**config.mk**
```make
export PLATFORM = sky130hd
export DESIGN_NAME = irq_chain_top
export DESIGN_NICKNAME = d
export VERILOG_FILES = /design/src/rtl/irq_chain_pkg.sv /design/src/rtl/irq_rst_sync.sv /design/src/rtl/irq_cell.sv /design/src/rtl/irq_vec_merge.sv /design/src/rtl/irq_chain_top.sv
export SDC_FILE = /design/constraint.sdc
export NUM_CORES = 1
export LEC_CHECK = 0
export CAP_MARGIN = 15
export CORE_MARGIN = 1.5
export CORE_UTILIZATION = 50
export CTS_CLUSTER_DIAMETER = 40
export DETAILED_ROUTE_END_ITERATION = 7
export DONT_BUFFER_PORTS = 1
export HOLD_SLACK_MARGIN = 0.12
export SLEW_MARGIN = 5
export SYNTH_ARGS = -nofsm -noshare
export SYNTH_HDL_FRONTEND = slang
export SYNTH_SLANG_ARGS = --single-unit
export TNS_END_PERCENT = 10
```
**constraint.sdc**
```tcl
create_clock -name clk -period 2.6 [get_ports clk]
set_input_delay 0.26 -clock clk [delete_from_list [all_inputs] [get_ports clk]]
set_output_delay 0.26 -clock clk [all_outputs]
set_load 0.05 [all_outputs]
```
**src/rtl/irq_chain_pkg.sv**
```systemverilog
package irq_chain_pkg;
  parameter int unsigned DEF_SRC   = 4;
  parameter int unsigned DEF_VEC_W = 8;

  function automatic int unsigned idx_width(input int unsigned n);
    return (n > 1) ? $clog2(n) : 1;
  endfunction
endpackage

```
**src/rtl/irq_rst_sync.sv**
```systemverilog
module irq_rst_sync (
  input  logic clk,
  input  logic rst_n,
  output logic rst_sync_n
);
  logic stage1_q;
  logic stage2_q;

  always_ff @(posedge clk or negedge rst_n) begin
    if (!rst_n) begin
      stage1_q <= 1'b0;
      stage2_q <= 1'b0;
    end else begin
      stage1_q <= 1'b1;
      stage2_q <= stage1_q;
    end
  end

  assign rst_sync_n = stage2_q;
endmodule

```
**src/rtl/irq_cell.sv**
```systemverilog
module irq_cell #(
  parameter int unsigned VEC_W  = 8,
  parameter int unsigned IDX_W  = 2,
  parameter int unsigned MY_IDX = 0
) (
  input  logic             clk,
  input  logic             rst_n,
  input  logic             req_i,
  input  logic             pi_i,
  output logic             po_o,
  output logic             win_o,
  output logic             pend_o,
  input  logic             cfg_we_i,
  input  logic [IDX_W-1:0] cfg_sel_i,
  input  logic [VEC_W-1:0] cfg_vec_i,
  output logic [VEC_W-1:0] vec_o
);
  logic             pend_q, pend_d, pend_en;
  logic [VEC_W-1:0] vec_q, vec_d;
  logic             vec_en;
  logic             win;

  // acknowledge pass-through and capture
  always_comb begin
    win  = pi_i & pend_q;
    po_o = pi_i & ~pend_q;
  end

  // pending next state: a new request wins over a grant
  always_comb begin
    pend_en = req_i | win;
    pend_d  = req_i;
  end

  // vector load next state
  always_comb begin
    vec_en = cfg_we_i && (cfg_sel_i == IDX_W'(MY_IDX));
    vec_d  = cfg_vec_i;
  end

  always_ff @(posedge clk or negedge rst_n) begin
    if (!rst_n) begin
      pend_q <= 1'b0;
    end else if (pend_en) begin
      pend_q <= pend_d;
    end
  end

  always_ff @(posedge clk or negedge rst_n) begin
    if (!rst_n) begin
      vec_q <= '0;
    end else if (vec_en) begin
      vec_q <= vec_d;
    end
  end

  assign win_o  = win;
  assign pend_o = pend_q;
  assign vec_o  = win ? vec_q : '0;
endmodule

```
**src/rtl/irq_vec_merge.sv**
```systemverilog
module irq_vec_merge #(
  parameter int unsigned NUM_SRC = 4,
  parameter int unsigned VEC_W   = 8
) (
  input  logic [NUM_SRC*VEC_W-1:0] vec_flat_i,
  output logic [VEC_W-1:0]         bus_o
);
  logic [VEC_W-1:0] acc [NUM_SRC+1];

  assign acc[0] = '0;
  for (genvar g = 0; g < NUM_SRC; g++) begin : g_or
    assign acc[g+1] = acc[g] | vec_flat_i[g*VEC_W +: VEC_W];
  end

  assign bus_o = acc[NUM_SRC];
endmodule

```
**src/rtl/irq_chain_top.sv**
```systemverilog
module irq_chain_top #(
  parameter int unsigned NUM_SRC = irq_chain_pkg::DEF_SRC,
  parameter int unsigned VEC_W   = irq_chain_pkg::DEF_VEC_W,
  parameter int unsigned IDX_W   = irq_chain_pkg::idx_width(NUM_SRC)
) (
  input  logic               clk,
  input  logic               rst_n,
  input  logic [NUM_SRC-1:0] req_i,
  input  logic               ack_i,
  input  logic               cfg_we_i,
  input  logic [IDX_W-1:0]   cfg_sel_i,
  input  logic [VEC_W-1:0]   cfg_vec_i,
  output logic               irq_o,
  output logic [VEC_W-1:0]   vec_bus_o,
  output logic               no_vec_o,
  output logic [NUM_SRC-1:0] grant_o,
  output logic               chain_out_o
);
  localparam int unsigned FLAT_W = NUM_SRC * VEC_W;

  logic               rst_sync_n;
  logic [NUM_SRC:0]   chain;
  logic [NUM_SRC-1:0] win_vec;
  logic [NUM_SRC-1:0] pend_vec;
  logic [FLAT_W-1:0]  vec_flat;

  irq_rst_sync u_rst (
    .clk        (clk),
    .rst_n      (rst_n),
    .rst_sync_n (rst_sync_n)
  );

  assign chain[0] = ack_i;

  for (genvar g = 0; g < NUM_SRC; g++) begin : g_cell
    irq_cell #(
      .VEC_W  (VEC_W),
      .IDX_W  (IDX_W),
      .MY_IDX (g)
    ) u_cell (
      .clk       (clk),
      .rst_n     (rst_sync_n),
      .req_i     (req_i[g]),
      .pi_i      (chain[g]),
      .po_o      (chain[g+1]),
      .win_o     (win_vec[g]),
      .pend_o    (pend_vec[g]),
      .cfg_we_i  (cfg_we_i),
      .cfg_sel_i (cfg_sel_i),
      .cfg_vec_i (cfg_vec_i),
      .vec_o     (vec_flat[g*VEC_W +: VEC_W])
    );
  end

  irq_vec_merge #(
    .NUM_SRC (NUM_SRC),
    .VEC_W   (VEC_W)
  ) u_merge (
    .vec_flat_i (vec_flat),
    .bus_o      (vec_bus_o)
  );

  assign irq_o       = |pend_vec;
  assign grant_o     = win_vec;
  assign no_vec_o    = ack_i & ~(|win_vec);
  assign chain_out_o = chain[NUM_SRC];
endmodule

```
### After elaboration in Yosys (flattened, before gate mapping)

Index checks and enable logic that the tools add are counted.
W data, S select, Z words.

* add/sub/neg operators: 0
* multipliers: 0
* divide/modulo/power cells: 0
* magnitude comparators: 0
* eq/ne operators: 3
* shift operators: 0
* mux-type cells: 4
* bitwise gates (word level): 21
* reduce and logical (&&, ||, !) cells: 7

Operators by type and width (count)
* $mux W8: 4
* $or A8 B8 Y8: 3
* $and A1 B1 Y1: 9
* $reduce_or A4 Y1: 2
* $not A1 Y1: 5
* $eq A2 B2 Y1 const B: 2
* $logic_and A1 B1 Y1: 4
* $or A1 B1 Y1: 4
* $eq A2 B1 Y1 const B: 1
* $logic_not A2 Y1: 1

* flip-flop bits (word level): 38
* bits in latches: 0
* memory bits (writable): 0
* ROM bits: 0
* input port bits: 18
* output and inout port bits: 15
* memories kept: 0

### Logic depth before layout (Yosys ltp)

Gate-level depths: netlist of the first run.

* word-level depth: 8
* mapped depth: 5
* mapped depth without buffers: 3

### Hierarchy

A second synthesis of the first run with hierarchy kept.

* cell total of the unflattened synthesis: 138
* area, all modules: 1771.7 µm²

Modules (own cells, without submodules)
* irq_cell (g_cell[1].u_cell ...): times used 2, cells an instance 31, area each 410.4 µm²
* irq_cell (g_cell[0].u_cell): times used 1, cells an instance 31, area each 409.1 µm²
* irq_cell (g_cell[3].u_cell): times used 1, cells an instance 31, area each 407.9 µm²
* irq_vec_merge: times used 1, cells an instance 8, area each 60.1 µm²
* irq_rst_sync: times used 1, cells an instance 3, area each 53.8 µm²
* irq_chain_top: times used 1, cells an instance 3, area each 20.0 µm²

### Worst setup path before layout of the first run

Ideal clock, no wire load.

* path type: flip-flop to output port
* start: register g_cell[1].u_cell.pend_q
* end: output port vec_bus_o[0]
* data arrival time: 1472 ps
* data required time: 2340 ps
* slack: 868 ps
* cell stages (with the launch flop): 5
* path buffers: 1
* path through: dfrtp_1 -> nor4b_2 -> and2_1 -> buf_4 -> a221o_1

* word-level cells in the longest chain between the ends: 6

RTL lines
* start: declaration: line irq_cell.sv:18 `logic pend_q, pend_d, pend_en;`
* start signal: assignment: line irq_cell.sv:45 `pend_q <= pend_d;`
* $not A1 Y1: line irq_cell.sv:26 `po_o = pi_i & ~pend_q;`
* $and A1 B1 Y1 (2 in series): line irq_cell.sv:26
* $and A1 B1 Y1: line irq_cell.sv:25 `win = pi_i & pend_q;`
* via g_cell[3].u_cell.win_o: line irq_cell.sv:11 `output logic win_o,`
* $mux W8: line irq_cell.sv:59 `assign vec_o = win ? vec_q : '0;`
* $or A8 B8 Y8: line irq_vec_merge.sv:12 `assign acc[g+1] = acc[g] | vec_flat_i[g*VEC_W +: VEC_W];`
* end: declaration: line irq_chain_top.sv:14 `output logic [VEC_W-1:0] vec_bus_o,`

The timed path passes the listed nets, and every way through them passes these cells.

### Worst setup path in the final report of the first run

* start: register g_cell[0].u_cell.pend_q
* end: output port vec_bus_o[4]

* word-level cells in the longest chain between the ends: 7

RTL lines (line)
* start: declaration: irq_cell.sv:18
* start signal: assignment: irq_cell.sv:45
* $not A1 Y1: irq_cell.sv:26
* $and A1 B1 Y1: irq_cell.sv:26
* $and A1 B1 Y1 (on tied branches): irq_cell.sv:25, irq_cell.sv:26
* $mux W8, or another cell as far along: irq_cell.sv:59
* $or A8 B8 Y8, or another cell as far along: irq_vec_merge.sv:12
* $or A8 B8 Y8 / $mux W8 (equally long branches): irq_vec_merge.sv:12, irq_cell.sv:59
* $or A8 B8 Y8 (*): irq_vec_merge.sv:12

Every way passes the cells marked *; elsewhere a longest branch is shown, timed or not.

==> results of run 1 <==
-- cells by family (layout without fill, tap and decap cells) --
| group | after synthesis | count (layout) |
|---|---|---|
| multiplexers | 32 | 32 |
| other | 1 | 1 |
| AND/OR/NAND/NOR | 30 | 30 |
| flip-flops | 38 | 38 |
| AO/OA/AOI/OAI | 20 | 20 |
| buffers and inverters | 11 | 38 |
-- report_power, final --
part	total (µW)	leakage (µW)	internal [µW]	switching, µW
logic	340	0.000440	182	158
clock network	421	0.0000443	224	197
registers	745	0.000440	688	57.4
-- stage by stage --
stage / util (%) / cells / total power [µW]
2_1_floorplan: - / 132 / 961
3_3_place_gp: 58.2 / 184 / 1060
3_5_place_dp: 58.2 / 184 / 1080
4_1_cts: 64.5 / 204 / 1510
5_1_grt: 64.9 / 205 / 1570
6_report: 64.9 / 205 / 1510
-- worst paths after layout --
path                                                          to                                start
max                                                 vec_bus_o[4]  g_cell[0].u_cell.pend_o$_DFFE_PN0P_
min                        g_cell[0].u_cell.vec_q[7]$_DFFE_PN0P_                         cfg_sel_i[0]
max reg2reg                  g_cell[2].u_cell.pend_o$_DFFE_PN0P_  g_cell[0].u_cell.pend_o$_DFFE_PN0P_
min reg2reg                g_cell[2].u_cell.vec_q[6]$_DFFE_PN0P_           u_rst.rst_sync_n$_DFF_PN0_
max in group asynchronous             u_rst.rst_sync_n$_DFF_PN0_                                rst_n
min in group asynchronous  g_cell[2].u_cell.vec_q[6]$_DFFE_PN0P_           u_rst.rst_sync_n$_DFF_PN0_
-- metal layers --
layer / global-route usage (%) / part of all wire, % / vias up
li1: - / - / 529
met1: 25.6 / 44 / 598
met2: 35.0 / 50 / 34
met3: 8.28 / 4.4 / 7
met4: 6.99 / 1.5 / 0
met5: 0 / 0 / -
-- cells in the final DEF (no fill, tap or decap) --
cell type | synthesis | final
nor2_1 | 1 | 1
and2_2 | 0 | 1
nand2b_1 | 2 | 2
buf_4 | 5 | 6
o21ai_0 | 1 | 1
clkbuf_4 | 0 | 5
nand3_1 | 1 | 1
mux2_1 | 1 | 1
dfrtp_1 | 38 | 38
clkinv_1 | 1 | 1
dlygate4sd3_1 | 0 | 14
o21bai_1 | 1 | 1
nand2_1 | 8 | 8
nand3b_1 | 10 | 10
or4_1 | 1 | 1
nor3b_2 | 1 | 1
clkbuf_8 | 0 | 1
and2_1 | 4 | 3
inv_1 | 2 | 2
a21o_1 | 2 | 2
a21oi_1 | 8 | 8
nor4b_2 | 1 | 1
bufinv_16 | 0 | 1
mux2_2 | 31 | 31
a221o_1 | 8 | 8
buf_12 | 0 | 8
conb_1 | 1 | 1
nor3b_4 | 1 | 1
-- worst max-delay path, delay by kind of cell (launching register included) --
family / cells / cell delay [ps]
buf+inv: 1 / 150
simple gates: 2 / 750
flops: 1 / 620
compound gates: 1 / 260
-- cell type report --
cell class	instances	share of cell area, %
clock buffers	6	2.37
clock inverters	1	1.39
inverters	3	0.520
multi-input cells	83	33.2
flip-flops and latches	38	43.9
well taps	46	2.66
repair buffers	28	16.0
-- repair_timing --
action | CTS | global route
hold buffers | 13 | 1
gates resized for setup | 0 | 1
endpoints found under the hold margin | 38 | 2
setup endpoints to repair | 0 | 8
-- flip-flops by register name, summed over array words and instances, names as in the netlist --
name / count
g_cell.u_cell.vec_q: 32
u_rst.rst_sync_n: 1
u_rst.stage1_q: 1
g_cell.u_cell.pend_o: 4
==> metrics.txt, run 1 <==
status=finished clean; core area=between 0.003 and 0.004 mm²; Root Buffer=clkbuf_4; Die Ht=approximately 62 µm; Pre-antenna DRT Iters=4; # rows=21; Starting Density=a little over 50%; worst hold path type=in2reg; die footprint=0.00382 mm²; setup TNS=0 ps; Synth-to-Final Area Change=25.2%; Max VDD drop=~420 µV; Final Critical Period=2400 ps; Max-slew headroom=59.1%; Static Leak=0.000925 µW; simple-gate area share of the yosys netlist=11.9%; Initial DRC Count=71; worst hold slack=roughly 190 ps; clock edge transition at the registers on the reported setup and hold paths=about 110 ps; nets@finish=approximately 180; io pins=33; Vias/cell=approximately 5.7; CTS tree=done; min setup slack post-route=between 200 and 250 ps; Yosys reg bits=38; max-cap viol count=0; Setup WS pre-CTS=roughly 470 ps; IO buf count=0; Overall Global Routing Usage=a little over a fifth; power per cell area=696 mW/mm²; fillers=about 270; multi-input logic area=between 700 and 800 µm²; Worst-Skew Late Latency=~350 ps; count leader, synth=dfrtp_1; Min-Delay Path Depth=2; R2R depth=3; Yosys cell types=24; synthesized area per cell=between 10 and 15 µm²; max-slew violations=0; Post-DP HPWL=~2.3 mm; synth top area cells=dfrtp_1 55%, mux2_2 20%, a221o_1 4.6%; period utilisation layout=around 92%; H-tree levels=2; Worst Setup End Kind=primary output; Routed WL=3.63 mm; Compound-Gate Fraction of Synth Area=8.54%; Syn Nets=150; Post-Synthesis Cells=~130; total grt overflow=0; slowest stage cell on the critical path=dfrtp_1; Final Wtd Congestion=~0.7; share of cells above drive strength 1=35.2%; post-CTS setup buffers=0; routed length per placed instance=between 15 and 20 µm; Worst path max stage delay=~620 ps; Sink Count=38; first-pass GRT wire length=between 5 and 6 mm; post-synthesis adder-cell area fraction=0%; Placed Instance Area=between 0.0015 and 0.002 mm²; Mapped Area=approximately 0.0017 mm²; cell area after layout=approximately 0.0022 mm²; Vias=approximately 1,200; mux share of post-synthesis cell area=between 20% and 30%; Post-synth EDFFs=0; Die X=61.8 µm; initial antenna violation count=0; WP data arrival=roughly 2100 ps; final setup vio count=0; # diodes=0; clk_skew=approximately 5.7 ps; cell taking the most area after synthesis=dfrtp_1; top_reg_cell synth=dfrtp_1; post-synthesis sequential area ratio=~55%; pin count of the biggest net entering global routing=37; WP data required=2340 ps; unrepaired setup endpoints after global routing=false; WS Path Type=reg2out; startpoint types=register; xor/xnor cell area share of the yosys netlist=0%; CTS Buf Count=5; largest family of logic cells by synthesized area=multiplexers; sequential cell area=about 950 µm²; post-synth top area share=55.0%; Worst Path Max Fanout=21; remaining antenna violation count=0; Final Hold Fails=0; clock buffer depth=2; Remaining DRCs=0; Ys Warns=0; Post-synth ARST share=100%; number of global-route vias before repair=around 1,200; Post-synth top cells=38 x dfrtp_1, 31 x mux2_2, 10 x nand3b_1; CP Cell Sequence=nor4b_2 > and2_2 > a221o_1 > buf_12; Worst-Margin Slew=between 600 and 700 ps; register-to-register setup slack=between 1000 and 1500 ps; Max Freq=between 400 and 500 MHz
(Power assumes the default switching activity.)
==> run 2: changes to the inputs <==
--- a/config.mk
+++ b/config.mk
@@ -7,11 +7,13 @@
 export LEC_CHECK = 0
 export CAP_MARGIN = 15
 export CORE_MARGIN = 1.5
-export CORE_UTILIZATION = 50
+export CORE_UTILIZATION = 35
 export CTS_CLUSTER_DIAMETER = 40
+export CTS_CLUSTER_SIZE = 25
 export DETAILED_ROUTE_END_ITERATION = 7
 export DONT_BUFFER_PORTS = 1
 export HOLD_SLACK_MARGIN = 0.12
+export PLACE_DENSITY = 0.57
 export SLEW_MARGIN = 5
 export SYNTH_ARGS = -nofsm -noshare
 export SYNTH_HDL_FRONTEND = slang
==> run 2 against run 1 <==
Compared with the run above:
- register-to-register slack improved by 160 ps
- count of clock-buffer cells in the layout rose by 1
- largest power group unchanged
- utilization fell by 18 points
- critical path depth did not move
==> metrics.txt, run 2 (synthesis gave the netlist of run 1 again) <==
Max-slew headroom=approximately 63%; final setup vio count=0; WS Path Type=reg2out; die footprint=roughly 0.0054 mm²; H-tree levels=2; Max Freq=roughly 420 MHz; total grt overflow=0; Post-DP HPWL=2.42 mm; Final Hold Fails=0; fillers=between 400 and 500; WP data required=2340 ps; first-pass GRT wire length=a little under 6 mm; max-slew violations=0; unrepaired setup endpoints after global routing=false; Sink Count=38; period utilisation layout=~92%; pin count of the biggest net entering global routing=37; max-cap viol count=0; cell family with most CP delay=simple AND/OR/NAND/NOR gates; Worst-Margin Slew=~550 ps; cell area after layout=between 0.002 and 0.0025 mm²; Routed WL=~3.6 mm; Post-Route Utilization=46.6%; Die Ht=~73 µm; Vias=between 1,000 and 1,500; # diodes=0; Vias/cell=between 4 and 5; setup TNS=0 ps; Final Wtd Congestion=approximately 0.73; WP data arrival=roughly 2100 ps; startpoint types=register; core area=0.00475 mm²; Worst-Skew Late Latency=280 ps; Pre-antenna DRT Iters=4; Placed Instance Area=~0.0020 mm²; combined buffer and inverter count along the critical path=1; GRT busiest layer=met2; IO buf count=0; Final Critical Period=approximately 2400 ps; Max VDD drop=about 230 µV; routing usage on met1=between 10% and 20%; slowest stage cell on the critical path=dfrtp_1; Static Leak=between 0.0009 and 0.001 µW; remaining antenna violation count=0; Worst R2R Start=g_cell[1].u_cell.pend_o$_DFFE_PN0P_; clock edge transition at the registers on the reported setup and hold paths=approximately 70 ps; Initial DRC Count=between 50 and 60; number of global-route vias before repair=1,170; Worst path max stage delay=around 550 ps; met3 Use GR=6.04%; Worst Setup End Kind=primary output; Remaining DRCs=0; most frequent cells in the layout=38 x dfrtp_1, 31 x mux2_2, 17 x dlygate4sd3_1; commonest non-fill, non-tap cell in the layout=dfrtp_1; status=finished clean; clk_skew=3.30 ps; Starting Density=between 30% and 40%; routed length per placed instance=around 16 µm; GR Util met2=23.2%; nets@finish=180; CTS tree=done; power per cell area=about 660 mW/mm²; Die X=approximately 73 µm; CTS Buf Count=5; Setup WS pre-CTS=around 470 ps; initial antenna violation count=0; Worst Path Max Fanout=14; min setup slack post-route=203 ps; critical path startpoint=g_cell[1].u_cell.pend_o$_DFFE_PN0P_; share of cells above drive strength 1=approximately a third; Root Buffer=clkbuf_8; CP Cell Sequence=nor4b_2 > and2_1 > a221o_1 > buf_12; # rows=25; clock buffer depth=2; worst hold path type=in2reg; Synth-to-Final Area Change=28.1%; io pins=33; Overall Global Routing Usage=between 10 and 15%; min-delay src=cfg_vec_i[5]; largest register by flop count=g_cell.u_cell.vec_q; max reg flops=32
==> run 2: power breakdown <==
part | switching, µW | internal, µW
Combinational | 160 | 186
Sequential | 51.8 | 690
Clock | 182 | 184
Total | 394 | 1060
==> run 2: layout make-up <==
class	count	area [µm²]	share of cell area [%]
flip-flops and latches	38	951	42.9
repair buffers	31	375	16.9
clock buffers	7	76.3	3.45
multi-input cells	83	717	32.4
inverters	3	11.3	0.508
well taps	67	83.8	3.79
==> run 2: per-stage QoR <==
stage	std cells	hold slack (ps)	total power, µW
final	229	129	1450
after global routing	229	121	1540
after CTS	221	120	1460
after detailed placement	205	-35.5	1080
after global placement	205	-35.5	1060
after floorplan	132	-35.6	961
==> run 2: path summary, 6_finish.rpt <==
kind / to / slack [ps] / cells after the start
worst max-delay path: vec_bus_o[3] / 200 / 4
worst min-delay path: g_cell[1].u_cell.vec_q[5]$_DFFE_PN0P_ / 130 / 1
worst max register to register: g_cell[3].u_cell.pend_o$_DFFE_PN0P_ / 1400 / 2
worst min register to register: g_cell[0].u_cell.vec_q[5]$_DFFE_PN0P_ / 270 / 1
max in group asynchronous: g_cell[1].u_cell.vec_q[1]$_DFFE_PN0P_ / 2000 / 1
min in group asynchronous: u_rst.rst_sync_n$_DFF_PN0_ / 210 / 1
==> run 2: layer usage <==
| layer | wire (µm) | vias to the layer above |
|---|---|---|
| li1 | - | 532 |
| met1 | 1590 | 576 |
| met2 | 1800 | 30 |
| met3 | 191 | 4 |
| met4 | 25 | 0 |
| met5 | 0 | - |
==> run 2: what timing repair did <==
action | CTS | global route
resized for setup | 0 | 0
setup buffers | 0 | 0
hold buffers | 9 | 8
hold endpoints to repair | 13 | 22
